### config.mk
export PLATFORM = sky130hd
export DESIGN_NAME = comma_word_aligner
export DESIGN_NICKNAME = d
export VERILOG_FILES = /design/src/rtl/comma_word_aligner.sv
export SDC_FILE = /design/constraint.sdc
export NUM_CORES = 1
export LEC_CHECK = 0
export ABC_AREA = 0
export BUFFER_PORTS_ARGS = -buffer_cell sky130_fd_sc_hd__buf_2
export CAP_MARGIN = 20
export CELL_PAD_IN_SITES_DETAIL_PLACEMENT = 1
export CELL_PAD_IN_SITES_GLOBAL_PLACEMENT = 1
export CORE_MARGIN = 2
export CORE_UTILIZATION = 35
export DETAILED_ROUTE_END_ITERATION = 10
export HOLD_SLACK_MARGIN = 0.02
export MAX_ROUTING_LAYER = met4
export PLACE_DENSITY_LB_ADDON = 0.3
export SETUP_SLACK_MARGIN = 0.05
export SLEW_MARGIN = 10
export SYNTH_ARGS = -nofsm -noshare
export SYNTH_HDL_FRONTEND = slang
export SYNTH_SLANG_ARGS = --single-unit
### constraint.sdc
create_clock -name clk -period 5.4 [get_ports clk]
set_input_delay 0.81 -clock clk [delete_from_list [all_inputs] [get_ports clk]]
set_output_delay 0.81 -clock clk [all_outputs]
set_load 0.005 [all_outputs]
### src/rtl/comma_word_aligner.sv
module comma_word_aligner #(
  parameter int W = 10,
  parameter int SYNC_MATCHES = 3,
  parameter int LOSSW = 4
) (
  input  logic             clk,
  input  logic             rst_n,
  input  logic             in_valid,
  input  logic [W-1:0]     in_word,
  input  logic [W-1:0]     pat_value,
  input  logic [W-1:0]     pat_mask,
  input  logic             pol_both,
  input  logic             realign_en,
  input  logic             code_err,
  input  logic [LOSSW-1:0] loss_limit,
  output logic             out_valid,
  output logic [W-1:0]     out_word,
  output logic             sync_ok,
  output logic             boundary_change
);
  localparam int OFFW = $clog2(W);
  localparam int CNTW = $clog2(SYNC_MATCHES + 1);

  logic [W-1:0]     prev_q;
  logic [OFFW-1:0]  off_q;
  logic [CNTW-1:0]  cnt_q, cnt_n;
  logic [LOSSW:0]   err_q, err_n;
  logic             sync_n;
  logic [2*W-1:0]   win;
  logic [W-1:0]     hit;
  logic [OFFW-1:0]  first_off, sel_off;
  logic             move, loss;
  logic [2*W-1:0]   shifted;
  logic [LOSSW:0]   lim;

  assign win = {in_word, prev_q};

  for (genvar k = 0; k < W; k++) begin : g_cmp
    logic [W-1:0] cand;
    assign cand   = win[k +: W];
    assign hit[k] = (((cand ^ pat_value) & pat_mask) == '0) ||
                    (pol_both && (((cand ^ ~pat_value) & pat_mask) == '0));
  end

  always_comb begin
    first_off = '0;
    for (int k = W - 1; k >= 0; k--)
      if (hit[k]) first_off = OFFW'(k);
  end

  assign move    = in_valid && realign_en && (|hit) && (first_off != off_q);
  assign sel_off = move ? first_off : off_q;
  assign shifted = win >> sel_off;
  assign lim     = (loss_limit == '0) ? (LOSSW+1)'(1) : {1'b0, loss_limit};
  assign loss    = sync_ok && code_err && ((err_q + 1'b1) >= lim);

  always_comb begin
    cnt_n  = cnt_q;
    sync_n = sync_ok;
    err_n  = err_q;
    if (in_valid && hit[sel_off]) begin
      if (move) cnt_n = CNTW'(1);
      else if (cnt_q < CNTW'(SYNC_MATCHES)) cnt_n = cnt_q + 1'b1;
    end
    if (move) sync_n = 1'b0;
    else if (cnt_n == CNTW'(SYNC_MATCHES)) sync_n = 1'b1;
    if (sync_ok && code_err) err_n = err_q + 1'b1;
    if (!sync_n) err_n = '0;
    if (loss) begin
      sync_n = 1'b0;
      cnt_n  = '0;
      err_n  = '0;
    end
  end

  always_ff @(posedge clk) begin
    if (!rst_n) begin
      prev_q          <= '0;
      off_q           <= '0;
      cnt_q           <= '0;
      err_q           <= '0;
      sync_ok         <= 1'b0;
      out_valid       <= 1'b0;
      out_word        <= '0;
      boundary_change <= 1'b0;
    end else begin
      out_valid       <= in_valid;
      boundary_change <= move;
      cnt_q           <= cnt_n;
      sync_ok         <= sync_n;
      err_q           <= err_n;
      if (in_valid) begin
        prev_q   <= in_word;
        off_q    <= sel_off;
        out_word <= shifted[W-1:0];
      end
    end
  end

  a_r4_pulse_matches_pattern: assert property (@(posedge clk) disable iff (!rst_n)
    boundary_change |->
      ((((out_word ^ $past(pat_value)) & $past(pat_mask)) == '0) ||
       ($past(pol_both) && (((out_word ^ ~$past(pat_value)) & $past(pat_mask)) == '0))));

  a_r5_no_move_when_disabled: assert property (@(posedge clk) disable iff (!rst_n)
    boundary_change |-> $past(realign_en) && $past(in_valid));

  a_r9_valid_follows_input: assert property (@(posedge clk) disable iff (!rst_n)
    out_valid == $past(in_valid));

  a_r10_move_drops_sync: assert property (@(posedge clk) disable iff (!rst_n)
    boundary_change |-> !sync_ok);

  a_r6_rise_needs_match: assert property (@(posedge clk) disable iff (!rst_n)
    $rose(sync_ok) |-> $past(in_valid) && !boundary_change);

  a_r7_fall_has_cause: assert property (@(posedge clk) disable iff (!rst_n)
    $fell(sync_ok) |-> boundary_change || $past(code_err));
endmodule

* Word level (Yosys, flattened, before mapping) *
Cells that the tools add are included.

word-level totals
  logic and storage cells = 128
  register bits after elaboration = 34
  input port bits = 40

cells by class
  bitwise gates (word level) = 43
  reduce and logical (&&, ||, !) cells = 50
  $lt $le $gt $ge = 3
  $add $sub $neg = 2
  muxes and demuxes = 19
  shift-type cells = 1
  equality and inequality tests = 2

operators with widths
  cell                                                         number
  bitwise AND 10 bit                                           20
  zero test 10 bit                                             20
  bitwise XOR 10 bit                                           20
  two-way mux 4 bit                                            12
  >> shifter 20 x 4 -> 10 bit                                  1
  logical AND 1 bit                                            16
  logical OR 1 bit                                             10
  NOT 10 bit                                                   1
  OR reduction 10 bit                                          1
  two-way mux 2 bit                                            3
  adder 5 x 1 -> 5 bit (second input constant)                 1
  greater-or-equal comparator 5 x 4 -> 1 bit                   1
  less-than comparator 4 x 5 -> 1 bit (second input constant)  1
  binary-select mux 1 bit (select 4 bit)                       1
  zero test 4 bit                                              1
  inequality test 4 bit                                        1
  two-way mux 1 bit                                            3
  OR reduction 3 bit                                           1
  adder 2 x 1 -> 2 bit (second input constant)                 1
  equality test 2 bit (second input constant)                  1
  less-than comparator 2 bit (second input constant)           1
  NOT 1 bit                                                    2
  OR reduction 2 bit                                           1

* Logic depth before layout (Yosys ltp) *
Gate-level depths: netlist of run 1.

  depth after elaboration = 28
  gate-level depth with buffers = 18

* Worst setup path after synthesis of run 1 *
No wires, ideal clock.

  path type = input -> register
  start point = input pat_value[5]
  end point = register out_word[0]
  library setup time = 130 ps
  data required time = 5270 ps
  path slack = 1268 ps
  cell stages on the path = 14
  data arrival time = 4002 ps
  path through = buf_4 -> xor2_1 -> o22ai_1 -> or4_4 -> o22ai_4 -> a211oi_2 -> or4b_1 -> and4_4 -> and3_1 -> buf_6 -> o21ai_4 -> mux4_2 -> a32oi_1 -> o211ai_1

on the way
  word-level cells in the longest chain between the ends = 20

RTL lines
  what                              RTL line  text
  from (decl)                       10        input logic [W-1:0] pat_value,
  NOT 10 bit                        42        (pol_both && (((cand ^ ~pat_value) & pat_mask) == '0));
  bitwise XOR 10 bit                42
  bitwise AND 10 bit                42
  zero test 10 bit                  42
  logical AND 1 bit                 42
  logical OR 1 bit                  41        assign hit[k] = (((cand ^ pat_value) & pat_mask) == '0) ||
  two-way mux 4 bit (10 in series)  48        if (hit[k]) first_off = OFFW'(k);
  inequality test 4 bit             51        assign move = in_valid && realign_en && (|hit) && (first_off != off_q);
  logical AND 1 bit                 51
  two-way mux 4 bit (*)             52        assign sel_off = move ? first_off : off_q;
  >> shifter 20 x 4 -> 10 bit (*)   53        assign shifted = win >> sel_off;
  to (signal assigned)              95        out_word <= shifted[W-1:0];
  to (decl)                         17        output logic [W-1:0] out_word,

Mark *: on every way between the ends. The rest lies on a longest branch, timed or not.
A chain may end at the register's enable or synchronous reset.

* Worst setup path in the final report of run 1 *
  start point = input pat_mask[1]
  end point = register out_word[0]

on the way
  word-level cells in the longest chain between the ends = 18

RTL lines
  what                              RTL line  text
  from (decl)                       11        input logic [W-1:0] pat_mask,
  bitwise AND 10 bit                42
  zero test 10 bit                  42
  logical AND 1 bit                 42
  logical OR 1 bit                  41
  two-way mux 4 bit (10 in series)  48
  inequality test 4 bit             51
  logical AND 1 bit                 51
  two-way mux 4 bit (*)             52
  >> shifter 20 x 4 -> 10 bit (*)   53

Marked as above.

==> reports/metrics.yaml, run 1 <==
outcome: "complete, no violations"
synth_top_area_share: 0.140
pwr-share-seq: 0.254
clkPwrFrac: 0.230
root_buffer: "clkbuf_16"
yosysWarningCount: 0
cpLargestDelayFamily: "compound AO/OA/AOI/OAI gates"
power_mw: 1.18
p_leak_nw: 2.18
cp.required_ps: 5530
die_area_um2: 14900
chipHeight_um: 122
routedWlPerCell_um: 24.7
cts_resized: 0
insertion_delay_ps: 280
start_util: 0.355
path_cells: "buf_2 -> clkinv_1 -> o22ai_1 -> nor2_1 -> a22o_1 -> nor4_2 -> a311oi_1 -> o311ai_1 -> a41oi_2 -> o21ai_4 -> mux4_2 -> a32oi_1 -> o211ai_1"
grt_pass1_vias: 5284
p_per_area_nw_per_um2: 222
n_fill_cell: 1699
io_pins: 53
post-route-period-util: 0.932
end_kind: "register"
ys_ff_latch: 34
synth_area_um2: 4870
drc: 0
synth_nets: 651
worstPathMaxFanout: 11
synth-seq-area-share: 0.140
hpwlAfterDp_um: 13900
vias: 5162
cts_sinks: 34
grt_antenna_before_repair: 0
synth_top_cell_by_area: "dfxtp_1"
wl_um: 19800
worstSetupPathType: "in -> reg"
avgSynthCellArea_um2: 8.04
ys_types: 75
drt_first_pass_iters: 5
tns_ps: 0
nNetsFinal: 667
ant_nets: 0
timing.slew.headroom: 0.407
drt_iter0_markers: 409
diodes: 0
place_congestion: 1.01
swShare: 0.423
worst_ir_drop_vdd_uv: 119
post-route-util: 0.386
yosys-top-cells-area: "dfxtp_1 14%, xnor2_1 9.7%, xor2_1 9.5%, mux2i_1 8.8%, o22ai_1 6.4%"
slowest_delay_ps: 650
core_um2: 13700
ctsHoldBuffers: 0
row_count: 43
synth_ff_type: "dfxtp_1"
critPathArrivalTime_ps: 5160
clock_path_buffers: 2
maxCapViolations: 0
async_reset_ff_frac: 0
cts-buffers-inserted: 5
post_cts.repair.setup_buffers: 0
synth-edff-count: 0
grt_max_degree: 26
htree_levels: 2
dieWidth_um: 122
path_buf_inv: 2
hold_path.class: "reg -> reg"
hold_viol: 0
fmax_mhz: 199
p_int_uw: 680
start_kind: "input pin"
drive_above_1_share: 0.172
track_usage: 0.274
rsz0062_at_grt: "false"
maxSlewViolCount: 0
fin_skew_ps: 5.23
portBuffers: 52
worst_pin_slew_ps: 888
grt_pass1_wl_um: 30600
syn_inst: 606
syn_to_final_growth_pct: 8.78
setup_viol: 0
p_sw_uw: 498
pwr-share-comb: 0.516
overflow: 0
path_clk_slew_ps: 50
drt-vias-per-instance: 6.44
slowest_stage: "nor4_2"
fin_crit_ps: 5030
cts_tree: "yes"
[cell families (layout without fill, tap and decap cells)]
family / Yosys count / in the layout / synth area share
AOI/OAI and AO/OA: 197 / 197 / 0.302
xor gates and xnor gates: 108 / 108 / 0.196
adders and majority gates: 5 / 5 / 0.0128
buffers and inverters: 76 / 92 / 0.0783
DFF: 34 / 34 / 0.140
muxes: 59 / 59 / 0.130
and+or+nand+nor: 127 / 127 / 0.141
[power groups by stage]
stage	combinational, mW	clock, mW	sequential (mW)
6_report	0.608	0.270	0.299
4_1_cts	0.597	0.278	0.299
5_1_grt	0.653	0.290	0.301
3_3_place_gp	0.586	0	0.303
2_1_floorplan	0.462	0	0.284
3_5_place_dp	0.593	0	0.304
[cells in the mapped netlist, drive strengths merged, types with 5 or more instances]
master  number
nor3        13
ha           5
a21boi       6
nand3       15
o22a         5
nor2        28
a22oi       40
mux2        14
or4          5
inv         12
nor2b       13
a211oi       8
clkinv      10
and4         7
a222oi       5
buf         34
a21oi        9
nand2       25
mux2i       43
a22o         5
o21ai       19
clkbuf      20
o21bai       6
nand2b       5
xor2        54
xnor2       54
dfxtp       34
o22ai       52
[placed cells by master (no fill, tap or decap), types with 4 or more instances in the layout]
cell type  count
ha_1           5
clkinv_1      10
nand3_1       15
mux2_2        14
buf_2         52
inv_1         12
and4_1         6
or4_1          4
o22ai_1       50
a21boi_0       5
o21bai_1       6
clkbuf_16      5
nor2b_1       13
nor2_1        28
nand2b_1       5
a222oi_1       5
nand2_1       25
a22oi_1       40
and2_1         4
xor2_1        53
xnor2_1       54
buf_4         10
a22o_1         5
a211oi_1       7
mux2i_1       43
nor3_1        12
dfxtp_1       34
o21ai_0       17
o22a_1         5
a21o_1         4
a21oi_1        8
[metal layers]
| layer | up-vias | wire length, um | GRT usage |
|---|---|---|---|
| li1 | 2301 | - | - |
| met1 | 2503 | 8270 | 0.347 |
| met2 | 283 | 9010 | 0.432 |
| met3 | 75 | 1570 | 0.0365 |
| met4 | 0 | 937 | 0.131 |
| met5 | - | 0 | - |
[worst min-delay path, cell delays in order, from the launching register on]
cell and delay, ps:
dfxtp_1 320, nand2_1 50, o221ai_1 60
[layout make-up]
| class | instances | area, um2 | share of cell area |
|---|---|---|---|
| well taps | 180 | 225 | 0.0425 |
| clock buffers | 5 | 125 | 0.0236 |
| repair buffers | 63 | 355 | 0.0671 |
| multi-input cells | 496 | 3820 | 0.721 |
| clock inverters | 2 | 10.0 | 0.00189 |
| flip-flops and latches | 34 | 681 | 0.128 |
| inverters | 22 | 82.6 | 0.0156 |
[path summary, 6_finish.rpt]
path                                  startpoint     endpoint  slack (ps)  cells after the start
worst max-delay path                 pat_mask[1]  out_word[0]         370                     13
worst min-delay path                 out_word[2]  out_word[2]         470                      2
worst max register to register  g_cmp[0].cand[9]  out_word[0]         550                     13
worst min register to register       out_word[2]  out_word[2]         470                      2
[state kept, by name, summed over array words and instances (netlist names)]
name	cells
boundary_change	1
cnt_q	2
err_q	5
g_cmp.cand	10
off_q	4
out_valid	1
out_word	10
sync_ok	1
[per-stage QoR]
| step | hold slack [ps] | instances | setup WS (ps) | cell area, um2 |
|---|---|---|---|---|
| after floorplan | 447 | 606 | 1270 | 4870 |
| after global placement | 463 | 795 | 381 | 5160 |
| after detailed placement | 463 | 795 | 282 | 5160 |
| after CTS | 482 | 802 | 513 | 5300 |
| after global routing | 529 | 802 | 138 | 5300 |
| final | 474 | 802 | 365 | 5300 |
Power figures use the tool's default switching activity.
==> run 2: changes to the inputs <==
--- a/config.mk
+++ b/config.mk
@@ -6,7 +6,7 @@
 export NUM_CORES = 1
 export LEC_CHECK = 0
 export ABC_AREA = 0
-export BUFFER_PORTS_ARGS = -buffer_cell sky130_fd_sc_hd__buf_2
+export BUFFER_PORTS_ARGS = -buffer_cell sky130_fd_sc_hd__clkbuf_2
 export CAP_MARGIN = 20
 export CELL_PAD_IN_SITES_DETAIL_PLACEMENT = 1
 export CELL_PAD_IN_SITES_GLOBAL_PLACEMENT = 1
@@ -16,6 +16,7 @@
 export HOLD_SLACK_MARGIN = 0.02
 export MAX_ROUTING_LAYER = met4
 export PLACE_DENSITY_LB_ADDON = 0.3
+export RECOVER_POWER = 50
 export SETUP_SLACK_MARGIN = 0.05
 export SLEW_MARGIN = 10
 export SYNTH_ARGS = -nofsm -noshare
==> run 2 against run 1 <==
  * Cell count increased by 1.2%
  * Clock-buffer cell count is 1 higher
  * Utilization up 0.43 points
  * Via count is 1.2% higher
  * Register-to-register slack improved by 50 ps
  * Design area up 1.1%
  * Non-clock buffer count up 9
  * First-iteration DRC count up 17%
  * Sequential cell count is the same
  * Maximum frequency rose by 3.8%
  * Critical path type unchanged
  * Largest cell class unchanged
==> reports/metrics.yaml, run 2 (synthesized netlist as in run 1, its figures left out) <==
ctsHoldBuffers: 0  # unchanged
worstPathMaxFanout: 17  # was 11
syn_to_final_growth_pct: 9.99  # was 8.78%
drt_iter0_markers: 477  # was 409
cts_sinks: 34  # unchanged
crit_cells: 14  # was 13
slowest_stage: "nor4_2"  # unchanged
reg2reg_depth: 11  # was 13
chipHeight_um: 122  # unchanged
final_cell_mix: "54 x xnor2_1, 53 x xor2_1, 50 x o22ai_1, 45 x clkbuf_2, 43 x mux2i_1"  # was 54 x xnor2_1, 53 x xor2_1, 52 x buf_2, 50 x o22ai_1, 43 x mux2i_1
portBuffers: 52  # unchanged
maxCapViolations: 0  # unchanged
drive_above_1_share: 0.172  # about the same
drt_first_pass_iters: 5  # unchanged
wl_um: 20300  # was 19800 um
nNetsFinal: 676  # was 667
fin_area_um2: 5360  # was 5300 um2
place_congestion: 0.977  # was 1.01
final_common_cell: "xnor2_1"  # unchanged
end_kind: "register"  # unchanged
worst_ir_drop_vdd_uv: 196  # was 119 uV
row_count: 43  # unchanged
grt_antenna_before_repair: 0  # unchanged
post_cts.repair.setup_buffers: 0  # unchanged
hpwlAfterDp_um: 14500  # was 13900 um
io_pins: 53  # unchanged
fin_hold_ws_ps: 476  # was 474 ps
start_util: 0.355  # unchanged
cts-buffers-inserted: 5  # unchanged
htree_levels: 2  # unchanged
tns_ps: 0  # unchanged
cpLargestDelayFamily: "compound AO/OA/AOI/OAI gates"  # unchanged
power_mw: 1.21  # was 1.18 mW
path_buf_inv: 3  # was 2
p_leak_nw: 2.20  # was 2.18 nW
worst_pin_slew_ps: 1430  # was 888 ps
post-route-period-util: 0.898  # was 0.932
setup_viol: 0  # unchanged
cts_tree: "yes"  # unchanged
ant_nets: 0  # unchanged
routedWlPerCell_um: 25.0  # was 24.7 um
overflow: 0  # unchanged
worstSetupPathType: "in -> reg"  # unchanged
fin_skew_ps: 4.47  # was 5.23 ps
outcome: "complete, no violations"  # unchanged
path_clk_slew_ps: 50  # about the same
start_kind: "input pin"  # unchanged
dpl_cell_area_um2: 5220  # was 5160 um2
grt_pass1_vias: 5466  # was 5284
vias: 5223  # was 5162
dieWidth_um: 122  # unchanged
critPathArrivalTime_ps: 5020  # was 5160 ps
slowest_delay_ps: 660  # was 650 ps
drt-vias-per-instance: 6.43  # was 6.44
fmax_mhz: 206  # was 199 MHz
drc: 0  # unchanged
fin_crit_ps: 4850  # was 5030 ps
diodes: 0  # unchanged
rrSetupSlack_ps: 600  # was 550 ps
root_buffer: "clkbuf_16"  # unchanged
clock_path_buffers: 2  # unchanged
worstHoldPathCells: 2  # unchanged
cp.required_ps: 5570  # was 5530 ps
hold_path.class: "reg -> reg"  # unchanged
post-route-util: 0.391  # was 0.386
grt_pass1_wl_um: 31200  # was 30600 um
path_cells: "clkbuf_2 -> clkinv_1 -> o22ai_1 -> nor2_1 -> a22o_1 -> nor4_2 -> a311oi_1 -> o311ai_1 -> and3_1 -> o21a_1 -> buf_4 -> mux2i_1 -> nor3_1 -> a211o_1"  # was buf_2 -> clkinv_1 -> o22ai_1 -> nor2_1 -> a22o_1 -> nor4_2 -> a311oi_1 -> o311ai_1 -> a41oi_2 -> o21ai_4 -> mux4_2 -> a32oi_1 -> o211ai_1
timing.slew.headroom: 0.0454  # was 0.407
rsz0062_at_grt: "false"  # unchanged
track_usage: 0.279  # was 0.274
hold_viol: 0  # unchanged
insertion_delay_ps: 280  # about the same
cts_resized: 0  # unchanged
core_um2: 13700  # unchanged
die_area_um2: 14900  # unchanged
maxSlewViolCount: 0  # unchanged
p_per_area_nw_per_um2: 225  # was 222 nW/um2
n_fill_cell: 1699  # unchanged
grt_max_degree: 26  # unchanged
[run 2: per-stage QoR]
step           setup slack (ps)  instances
6_report                    550        812
5_1_grt                     382        812
4_1_cts                     678        812
3_5_place_dp                383        804
3_3_place_gp                437        804
2_1_floorplan              1270        606
[run 2: routing by layer]
| layer | global-route usage | wire length (um) |
|---|---|---|
| met5 | - | 0 |
| met4 | 0.124 | 858 |
| met3 | 0.0379 | 1570 |
| met2 | 0.451 | 9230 |
| met1 | 0.347 | 8620 |
[run 2: where the power goes]
group	internal [mW]	total [mW]	switching, mW
Sequential	0.269	0.296	0.0275
Combinational	0.244	0.616	0.372
Clock	0.183	0.296	0.113
Total	0.695	1.21	0.512
[run 2: final timing paths]
path / from / end
worst max-delay path: pat_mask[4] / out_word[1]
worst min-delay path: out_word[2] / out_word[2]
worst max register to register: g_cmp[0].cand[8] / out_word[0]
worst min register to register: out_word[2] / out_word[2]
[run 2: cell type report]
class	instances	area (um2)	share of cell area
Tap cell	180	225	0.0420
Multi-Input combinational cell	496	3820	0.713
Clock buffer	6	139	0.0259
Inverter	22	82.6	0.0154
Clock inverter	2	12.5	0.00234
Sequential cell	34	681	0.127
Timing Repair Buffer	72	398	0.0743
[run 2: worst min-delay path, cell delays in order, from the launching register on]
cell,delay (ps)
dfxtp_1,330
nand2_1,50
o221ai_1,60
==> run 3: changes to the inputs <==
--- a/config.mk
+++ b/config.mk
@@ -16,7 +16,6 @@
 export HOLD_SLACK_MARGIN = 0.02
 export MAX_ROUTING_LAYER = met4
 export PLACE_DENSITY_LB_ADDON = 0.3
-export RECOVER_POWER = 50
 export SETUP_SLACK_MARGIN = 0.05
 export SLEW_MARGIN = 10
 export SYNTH_ARGS = -nofsm -noshare
==> constraint.sdc (replaced) <==
create_clock -name clk -period 3.9 [get_ports clk]
set_input_delay 0.585 -clock clk [delete_from_list [all_inputs] [get_ports clk]]
set_output_delay 0.585 -clock clk [all_outputs]
set_load 0.005 [all_outputs]
==> run 3 against run 2 <==
  * Design area up 29%
  * Cell count increased by 16%
  * Non-clock buffer count up 127
  * Total power up 66%
  * Routed wire length increased by 12%
  * First-iteration DRC count rose by 18%
  * Clock skew is 1.3 ps higher
  * Global-route usage up 2.2 points
  * Via count is 11% higher
  * Sequential share of layout area decreased by 2.6 points
  * Clock power grew 39%
  * Largest cell class unchanged
  * Worst setup slack worse by 540 ps
==> reports/metrics.yaml, run 3 (synthesized netlist as in run 1, its figures left out) <==
start_kind: "input pin"  # unchanged
finalNonFillerCells: 939  # was 812
post-route-period-util: 0.998
wl_um: 22800  # was 20300 um
drive_above_1_share: 0.403  # was 0.172
diodes: 0  # unchanged
start_util: 0.355  # unchanged
place_congestion: 1.08  # was 0.977
root_buffer: "clkbuf_16"  # unchanged
drt_iter0_markers: 562  # was 477
final_common_cell: "buf_4"  # was xnor2_1
grt_antenna_before_repair: 0  # unchanged
htree_levels: 2  # unchanged
cp.required_ps: 4060  # was 5570 ps
die_area_um2: 14900  # unchanged
final_cell_mix: "132 x buf_4, 47 x o22ai_1, 43 x clkbuf_2, 40 x xnor2_1, 40 x mux2i_1"  # was 54 x xnor2_1, 53 x xor2_1, 50 x o22ai_1, 45 x clkbuf_2, 43 x mux2i_1
routedWlPerCell_um: 24.2  # was 25.0 um
portBuffers: 52  # unchanged
worstSetupPathType: "in -> reg"  # unchanged
reg2reg_depth: 14  # was 11
track_usage: 0.301  # was 0.279
clock_path_buffers: 2  # unchanged
slowest_stage: "mux4_2"  # was nor4_2
worstHoldPathCells: 2  # unchanged
hold_path.class: "reg -> reg"  # unchanged
timing.slew.headroom: 0.694  # was 0.0454
slowest_delay_ps: 570  # was 660 ps
drt_first_pass_iters: 6  # was 5
vias: 5817  # was 5223
path_clk_slew_ps: 60  # was 50 ps
cts_sinks: 34  # unchanged
fin_area_um2: 6920  # was 5360 um2
use_met3: 0.0346  # was 0.0379
cts-buffers-inserted: 5  # unchanged
grt_pass1_vias: 6231  # was 5466
maxSlewViolCount: 0  # unchanged
worstPathMaxFanout: 7  # was 17
io_pins: 53  # unchanged
grtUsageMet1: 0.355  # was 0.347
ctsHoldBuffers: 0  # unchanged
grt-busiest-layer: "met2"  # unchanged
fin_skew_ps: 5.74  # was 4.47 ps
nNetsFinal: 803  # was 676
fmax_mhz: 257
drt-vias-per-instance: 6.19  # was 6.43
grt_pass1_wl_um: 33900  # was 31200 um
insertion_delay_ps: 290  # was 280 ps
p_leak_nw: 3.03  # was 2.20 nW
dpl_cell_area_um2: 6210  # was 5220 um2
maxCapViolations: 0  # unchanged
outcome: "complete, no violations"  # unchanged
critPathArrivalTime_ps: 4050  # was 5020 ps
hold_viol: 0  # unchanged
dp.cells: 922  # was 804
chipHeight_um: 122  # unchanged
drc: 0  # unchanged
overflow: 0  # unchanged
grt_max_degree: 26  # unchanged
setup_viol: 0  # unchanged
worst_pin_slew_ps: 459  # was 1430 ps
rsz0062_at_grt: "true"  # was false
path_cells: "clkbuf_4 -> xnor2_2 -> o22ai_1 -> nor3_1 -> a22o_1 -> buf_4 -> o21bai_1 -> or4b_1 -> and4_4 -> and3_4 -> o21ai_4 -> mux4_2 -> a32oi_1 -> o211ai_1"  # was clkbuf_2 -> clkinv_1 -> o22ai_1 -> nor2_1 -> a22o_1 -> nor4_2 -> a311oi_1 -> o311ai_1 -> and3_1 -> o21a_1 -> buf_4 -> mux2i_1 -> nor3_1 -> a211o_1
end_kind: "register"  # unchanged
p_per_area_nw_per_um2: 290  # was 225 nW/um2
fin_crit_ps: 3890
ant_nets: 0  # unchanged
worst_ir_drop_vdd_uv: 177  # was 196 uV
syn_to_final_growth_pct: 42.0  # was 9.99%
hpwlAfterDp_um: 16400  # was 14500 um
cts_tree: "yes"  # unchanged
row_count: 43  # unchanged
grtUsageMet2: 0.513  # was 0.451
core_um2: 13700  # unchanged
dieWidth_um: 122  # unchanged
==> run 3: cell types whose count changed in the layout (fill, tap and decap cells not counted), moves of 10 or more <==
cell,before,now
buf_6,0,10
xnor2_2,0,14
xor2_1,53,33
buf_4,19,132
xor2_2,1,20
xnor2_1,54,40
==> run 3: per-layer routing <==
metal,wire [um],vias up
met2,11100,295
met5,0,-
met3,1580,92
li1,-,2559
met1,8930,2871
met4,1120,0
==> run 3: final timing paths <==
path	slack, ps	endpoint	from
setup / recovery	9	out_word[0]	pat_value[6]
hold / removal	490	out_word[2]	out_word[2]
setup reg to reg	130	out_word[0]	g_cmp[0].cand[6]
hold reg to reg	490	out_word[2]	out_word[2]
==> run 3: cell type report <==
| type | instances | area, um2 |
|---|---|---|
| Clock inverter | 2 | 12.5 |
| Tap cell | 180 | 225 |
| Timing Repair Buffer | 199 | 1540 |
| Sequential cell | 34 | 696 |
| Clock buffer | 6 | 139 |
| Inverter | 22 | 86.3 |
| Multi-Input combinational cell | 496 | 4220 |
| Fill cell | 1629 | 6800 |
==> run 3: per-stage QoR <==
stage / hold WS (ps) / TNS (ps) / util / power [mW] / setup slack, ps
after floorplan: 447 / 0 / - / 1.04 / 74.3
after CTS: 489 / 0 / 0.469 / 1.88 / 52.0
final: 492 / 0 / 0.504 / 2.01 / 8.53
after global placement: 458 / -2480 / 0.453 / 1.41 / -252
after detailed placement: 474 / -4180 / 0.453 / 1.45 / -352
after global routing: 521 / -673 / 0.504 / 2.09 / -95.7
==> run 3: worst max-delay path, delay by kind of cell <==
family | cells | cell delay [ps]
xor+xnor | 1 | 170
mux | 1 | 570
simple gates | 4 | 970
buf+inv | 2 | 380
compound gates | 6 | 1370
==> run 3: timing repair <==
| action | 4_1_cts | 5_1_grt |
|---|---|---|
| resized for setup | 16 | 91 |
| gates cloned | 0 | 0 |
| buffers inserted | 1 | 8 |
| endpoints found under the setup margin | 14 | 18 |
| pin swaps | 2 | 23 |
==> run 3: report_power, final <==
| group | internal (mW) | switching [mW] |
|---|---|---|
| Combinational | 0.567 | 0.621 |
| Clock | 0.253 | 0.159 |
| Sequential | 0.372 | 0.0351 |
| Total | 1.19 | 0.815 |
